==> src/rtl/hirq_pkg.sv <==
package hirq_pkg;
   typedef enum logic [1:0] {
      RA_CTRL = 2'd0,
      RA_MODE = 2'd1,
      RA_ODR  = 2'd2,
      RA_NONE = 2'd3
   } hirq_addr_e;
endpackage

==> src/rtl/hirq_obf.sv <==
module hirq_obf #(
   parameter int DATA_W = 8
) (
   input  logic              clk,
   input  logic              rst_n,
   input  logic              load,
   input  logic [DATA_W-1:0] wdata,
   input  logic              host_rd,
   output logic              full_o,
   output logic              fall_o,
   output logic [DATA_W-1:0] data_o
);
   logic              full_q;
   logic [DATA_W-1:0] data_q;

   always_ff @(posedge clk or negedge rst_n) begin
      if (!rst_n) begin
         full_q <= 1'b0;
         data_q <= '0;
      end else begin
         if (load) begin
            full_q <= 1'b1;
            data_q <= wdata;
         end else if (host_rd) begin
            full_q <= 1'b0;
         end
      end
   end

   assign full_o = full_q;
   assign fall_o = full_q & host_rd & ~load;
   assign data_o = data_q;
endmodule

==> src/rtl/hirq_en_bit.sv <==
module hirq_en_bit (
   input  logic clk,
   input  logic rst_n,
   input  logic sw_rst,
   input  logic rd_hit,
   input  logic wr_hit,
   input  logic wr_val,
   input  logic clr_evt,
   output logic en_o,
   output logic arm_o
);
   logic en_q;
   logic arm_q;

   always_ff @(posedge clk or negedge rst_n) begin
      if (!rst_n) begin
         en_q  <= 1'b0;
         arm_q <= 1'b0;
      end else if (sw_rst) begin
         en_q  <= 1'b0;
         arm_q <= 1'b0;
      end else begin
         if (wr_hit) begin
            arm_q <= 1'b0;
            if (!wr_val)
               en_q <= 1'b0;
            else if (arm_q)
               en_q <= 1'b1;
         end else if (rd_hit) begin
            arm_q <= ~en_q;
         end
         if (clr_evt)
            en_q <= 1'b0;
      end
   end

   assign en_o  = en_q;
   assign arm_o = arm_q;
endmodule

==> src/rtl/hirq_req.sv <==
module hirq_req #(
   parameter int N_LINES   = 2,
   parameter bit REGISTERED = 1'b1
) (
   input  logic               clk,
   input  logic               rst_n,
   input  logic [N_LINES-1:0] req_d,
   output logic [N_LINES-1:0] req_o
);
   generate
      if (REGISTERED) begin : g_reg
         logic [N_LINES-1:0] req_q;
         always_ff @(posedge clk or negedge rst_n) begin
            if (!rst_n)
               req_q <= '0;
            else
               req_q <= req_d;
         end
         assign req_o = req_q;
      end else begin : g_comb
         logic unused_clk;
         assign unused_clk = clk ^ rst_n;
         assign req_o = req_d;
      end
   endgenerate
endmodule

==> src/rtl/hirq_ctrl.sv <==
module hirq_ctrl #(
   parameter int DATA_W      = 8,
   parameter int N_LINES     = 2,
   parameter bit REQ_REGISTERED = 1'b1
) (
   input  logic              clk,
   input  logic              rst_n,
   input  logic              sw_rst,
   input  logic [1:0]        sl_addr,
   input  logic              sl_rd,
   input  logic              sl_wr,
   input  logic [DATA_W-1:0] sl_wdata,
   output logic [DATA_W-1:0] sl_rdata,
   input  logic              host_rd,
   output logic [DATA_W-1:0] host_data,
   output logic              obf,
   output logic [N_LINES-1:0] irq
);
   import hirq_pkg::*;

   localparam int EN_LSB = DATA_W - N_LINES;

   generate
      if (N_LINES < 1 || N_LINES > DATA_W) begin : g_bad_lines
         $error("hirq_ctrl: N_LINES must be between 1 and DATA_W");
      end
      if (DATA_W < 2) begin : g_bad_width
         $error("hirq_ctrl: DATA_W must be at least 2");
      end
   endgenerate

   logic ctrl_rd, ctrl_wr, mode_wr, odr_wr;
   logic flag_fall;
   logic mode_q;
   logic [N_LINES-1:0] en_vec;
   logic [N_LINES-1:0] arm_vec;
   logic [N_LINES-1:0] req_d;

   assign ctrl_wr = sl_wr & (sl_addr == RA_CTRL);
   assign ctrl_rd = sl_rd & ~sl_wr & (sl_addr == RA_CTRL);
   assign mode_wr = sl_wr & (sl_addr == RA_MODE);
   assign odr_wr  = sl_wr & (sl_addr == RA_ODR);

   always_ff @(posedge clk or negedge rst_n) begin
      if (!rst_n)
         mode_q <= 1'b0;
      else if (mode_wr)
         mode_q <= sl_wdata[0];
   end

   hirq_obf #(.DATA_W(DATA_W)) obf_i (
      .clk    (clk),
      .rst_n  (rst_n),
      .load   (odr_wr),
      .wdata  (sl_wdata),
      .host_rd(host_rd),
      .full_o (obf),
      .fall_o (flag_fall),
      .data_o (host_data)
   );

   generate
      for (genvar k = 0; k < N_LINES; k++) begin : g_line
         hirq_en_bit en_i (
            .clk    (clk),
            .rst_n  (rst_n),
            .sw_rst (sw_rst),
            .rd_hit (ctrl_rd),
            .wr_hit (ctrl_wr),
            .wr_val (sl_wdata[EN_LSB+k]),
            .clr_evt(flag_fall & ~mode_q),
            .en_o   (en_vec[k]),
            .arm_o  (arm_vec[k])
         );
      end
   endgenerate

   assign req_d = mode_q ? en_vec : (en_vec & {N_LINES{obf}});

   hirq_req #(.N_LINES(N_LINES), .REGISTERED(REQ_REGISTERED)) req_i (
      .clk  (clk),
      .rst_n(rst_n),
      .req_d(req_d),
      .req_o(irq)
   );

   always_comb begin
      sl_rdata = '0;
      case (sl_addr)
         RA_CTRL: sl_rdata = DATA_W'(en_vec) << EN_LSB;
         RA_MODE: sl_rdata[0] = mode_q;
         RA_ODR:  sl_rdata = host_data;
         default: sl_rdata = '0;
      endcase
   end
endmodule

==> config.mk <==
export PLATFORM = sky130hd
export DESIGN_NAME = hirq_ctrl
export DESIGN_NICKNAME = d
export VERILOG_FILES = /design/src/rtl/hirq_pkg.sv /design/src/rtl/hirq_obf.sv /design/src/rtl/hirq_en_bit.sv /design/src/rtl/hirq_req.sv /design/src/rtl/hirq_ctrl.sv
export SDC_FILE = /design/constraint.sdc
export NUM_CORES = 1
export LEC_CHECK = 0
export BUFFER_PORTS_ARGS = -buffer_cell sky130_fd_sc_hd__buf_2
export CAP_MARGIN = 10
export CORE_MARGIN = 2
export CORE_UTILIZATION = 48
export CTS_BUF_LIST = sky130_fd_sc_hd__clkbuf_16
export DETAILED_ROUTE_END_ITERATION = 10
export PLACE_DENSITY = 0.82
export SLEW_MARGIN = 20
export SYNTH_ARGS = -nofsm -noshare
export SYNTH_HDL_FRONTEND = slang
export SYNTH_SLANG_ARGS = --single-unit
==> constraint.sdc <==
create_clock -name clk -period 1.98 [get_ports clk]
set_clock_uncertainty 0.2 [all_clocks]
set_input_delay 0.198 -clock clk [delete_from_list [all_inputs] [get_ports clk]]
set_output_delay 0.198 -clock clk [all_outputs]
set_load 0.02 [all_outputs]
==> results.md <==
- Chip height: 44.07 um
- Crit-path max FO: 9
- Antenna violations before repair: 0
- Final max-slew violation count: 0
- Slew Limit Headroom: 0.7633
- Drt total wl: 1884 um
- Actual transition at the worst max-transition pin: 355.0 ps
- Setup TNS: 0 ps
- Result of the run: finished with violations
- Clock network fraction of design power: 0.386
- Critical path cell sequence: buf_2, inv_1, ha_1, a22oi_1, nor2b_1, buf_2
- HPWL Detailed: 1284 um
- Most used cell, CP: sky130_fd_sc_hd__buf_2
- Post-synth design cell area: 770.7 um^2
- Final hold violations: 1
- Critical path launch point type: input port
- GP Congestion: 0.8232
- Sequential fraction of the synthesis area: 0.5195
- Via total after detailed routing: 669
- Final-layout worst hold slack: -3.346 ps
- Area overhead of the layout relative to synthesis: 42.86%
- Ports placed on the boundary: 35
- Failing checks: negative hold slack
- Count of warnings emitted by yosys: 0
- Buffers from clock root to sink, at most: 2
- Required time of the critical path: 1580 ps
- Achievable frequency: 0.6347 GHz
- CP arrival: 1180 ps
- Gr usage total: 0.2251
- Drt drc: 0
- Final setup viols: 0
- Global-route wire length before repair: 3022 um
- Ratio of routed vias to standard cells: 5.439
- DR pass1 iterations: 4
- Type of element capturing the critical path: output port
- Clock insertion delay at the later pin of the skew report: 250 ps
- Core Footprint: 1506 um^2
- CTS tree: yes
- Overall die width: 44.07 um
- CP delay by family, top: buffers and inverters
- Post-synthesis register bit count: 16
- Htree depth: 1
- Power share of the sequential group: 0.396
- Share of final-layout standard cells stronger than drive strength 1: 0.4673
- Delay of the slowest cell on the worst path: 360 ps
- Cell count after synthesis: 64
- Antenna cell count: 0
- Top library cells by usage in the layout, fill and taps aside: sky130_fd_sc_hd__buf_2 (34), sky130_fd_sc_hd__dfrtp_1 (16), sky130_fd_sc_hd__mux2_2 (9)
- Finished Layout Cells: 123
- Critical setup path kind: in -> out
- Post-synthesis average cell area: 12.04 um^2
- Hold/Removal Path Class: in -> reg
- Reported net switching power: 275.8 uW
- Max-cap check violation count: 0
- Number of cells after detailed placement: 113
- Internal: 726.9 uW
- GRT overflow: 0
- Period Utilization, post-route: 0.7957
- DR iter-0 viols: 12
- Setup slack of the worst register-to-register path: 870 ps
- Max IR drop VDD: 690.3 uV
- Clock sink count: 16
- Shortest period the worst path allows: 1576 ps
- Largest area contributor in the netlist: sky130_fd_sc_hd__dfrtp_1
- Effective utilization at floorplan: 0.5116
- Number of buffers inserted by post-CTS setup repair: 0
- Number of rows created at floorplan: 14
- Net switching share of the total power: 0.2751
- Post-synth cell types: 18
- Wire length per cell after detailed routing: 15.32 um
- Area fraction of the dominant cell type after synthesis: 0.5195
- Synth top area cells: sky130_fd_sc_hd__dfrtp_1 (52%), sky130_fd_sc_hd__mux2_2 (13%), sky130_fd_sc_hd__ha_1 (4.9%)
- PortBufs: 34
- Final layout net count: 128
- Area enclosed by the die boundary: 1942 um^2
- Leakage power summed over all cells: 0.0005699 uW
- Setup repair after global routing missed its margin: false
- CTS root buf: sky130_fd_sc_hd__clkbuf_16
- Post-Syn Nets: 83
- Number of buffers and inverters on the critical path: 3
- Count of filler cells inserted in the layout: 107
- Clock Pin Slew Worst Setup and Hold Paths: 50 ps
- Most common cell after layout, fill and taps aside: sky130_fd_sc_hd__buf_2
- Maximum number of pins on one net before global-route repair: 17
- Slowest cell on crit path: sky130_fd_sc_hd__ha_1
- Cell Pwr Density: 910.7 nW/um^2
- Gate power share: 0.217
- Via count of the first global-routing pass: 676
- Num CTS Buffers: 3
- Number of nets still failing antenna checks after routing: 0
Yosys cell counts:
library cell               n
sky130_fd_sc_hd__nand2_1   3
sky130_fd_sc_hd__dfrtp_1  16
sky130_fd_sc_hd__a41oi_2   1
sky130_fd_sc_hd__a31oi_1   2
sky130_fd_sc_hd__nor2_1    4
sky130_fd_sc_hd__nand2_4   1
sky130_fd_sc_hd__mux2_2    9
sky130_fd_sc_hd__nor3b_2   2
sky130_fd_sc_hd__inv_1     6
sky130_fd_sc_hd__o22ai_1   2
sky130_fd_sc_hd__a22oi_1   1
sky130_fd_sc_hd__o21ai_0   1
sky130_fd_sc_hd__ha_1      3
sky130_fd_sc_hd__a22o_1    4
sky130_fd_sc_hd__buf_2     1
sky130_fd_sc_hd__o21a_1    2
sky130_fd_sc_hd__and2_1    5
sky130_fd_sc_hd__nor2b_1   1
registers in the layout, summed over array words and instances (netlist names):
name / count
g_line.en_i.en_o: 2
obf_i.data_o: 8
mode_q: 1
obf_i.full_o: 1
g_line.en_i.arm_o: 2
req_i.req_o: 2
metal layers:
| metal | GRT usage | vias up | part of all wire |
|---|---|---|---|
| li1 | - | 313 | - |
| met1 | 0.2595 | 316 | 0.39 |
| met2 | 0.3794 | 34 | 0.50 |
| met3 | 0.09388 | 6 | 0.095 |
| met4 | 0.07273 | 0 | 0.012 |
| met5 | 0 | - | 0 |
cell families after synthesis:
family                     count (synthesis)  synth area share
and+or+nand+nor                           16            0.1299
DFF                                       16            0.5195
AOI/OAI and AO/OA                         13            0.1347
muxes                                      9            0.1315
buffers and inverters                      7           0.03571
adders and majority gates                  3           0.04871
power groups by stage:
stage	logic (uW)	registers, uW	clock network, uW
5_1_grt	235	403	405
3_3_place_gp	201	400	0
6_report	218	397	387
2_1_floorplan	82.9	439	0
3_5_place_dp	207	403	0
4_1_cts	220	398	385
worst paths after layout:
kind / from / end / cells past startpoint
max in group asynchronous: rst_n / obf_i.data_o[6]$_DFFE_PN0P_ / 2
worst min register to register: obf_i.data_o[5]$_DFFE_PN0P_ / obf_i.data_o[5]$_DFFE_PN0P_ / 1
worst min-delay path: sl_wdata[7] / obf_i.data_o[7]$_DFFE_PN0P_ / 2
worst max register to register: mode_q$_DFFE_PN0P_ / g_line[0].en_i.en_o$_DFFE_PN0P_ / 3
min in group asynchronous: rst_n / obf_i.data_o[0]$_DFFE_PN0P_ / 2
worst max-delay path: sl_addr[0] / sl_rdata[0] / 6
worst reg2reg max path, cell delays in order, from the launching register on:
cell and delay (ps):
sky130_fd_sc_hd__dfrtp_1 420, sky130_fd_sc_hd__inv_1 70, sky130_fd_sc_hd__a41oi_2 160, sky130_fd_sc_hd__nor3b_2 190
cell type report:
type                            count  area, um^2  area share
Tap cell                           16       20.02     0.01818
Sequential cell                    16       400.4      0.3636
Clock buffer                        3       75.07     0.06818
Timing Repair Buffer               41       240.2      0.2182
Multi-Input combinational cell     41       342.8      0.3114
Inverter                            6       22.52     0.02045
per-stage QoR:
step	utilization	worst slack [ps]	hold slack, ps	power [uW]	area, um^2
6_report	0.7309	404.4	-3.346	1003	1101
5_1_grt	0.7309	317.6	3.761	1043	1101
4_1_cts	0.7309	396.4	0.8731	1003	1101
3_5_place_dp	0.6346	379.6	-73.01	609.6	955.9
3_3_place_gp	0.6346	439.0	-77.57	601.4	955.9
2_1_floorplan	-	625.0	-297.6	521.6	770.7
timing repair:
item                                   CTS  global route
resized for setup                        0             0
endpoints found under the hold margin   22             0
hold buffers                             7             0
Power figures use the tool's default switching activity.
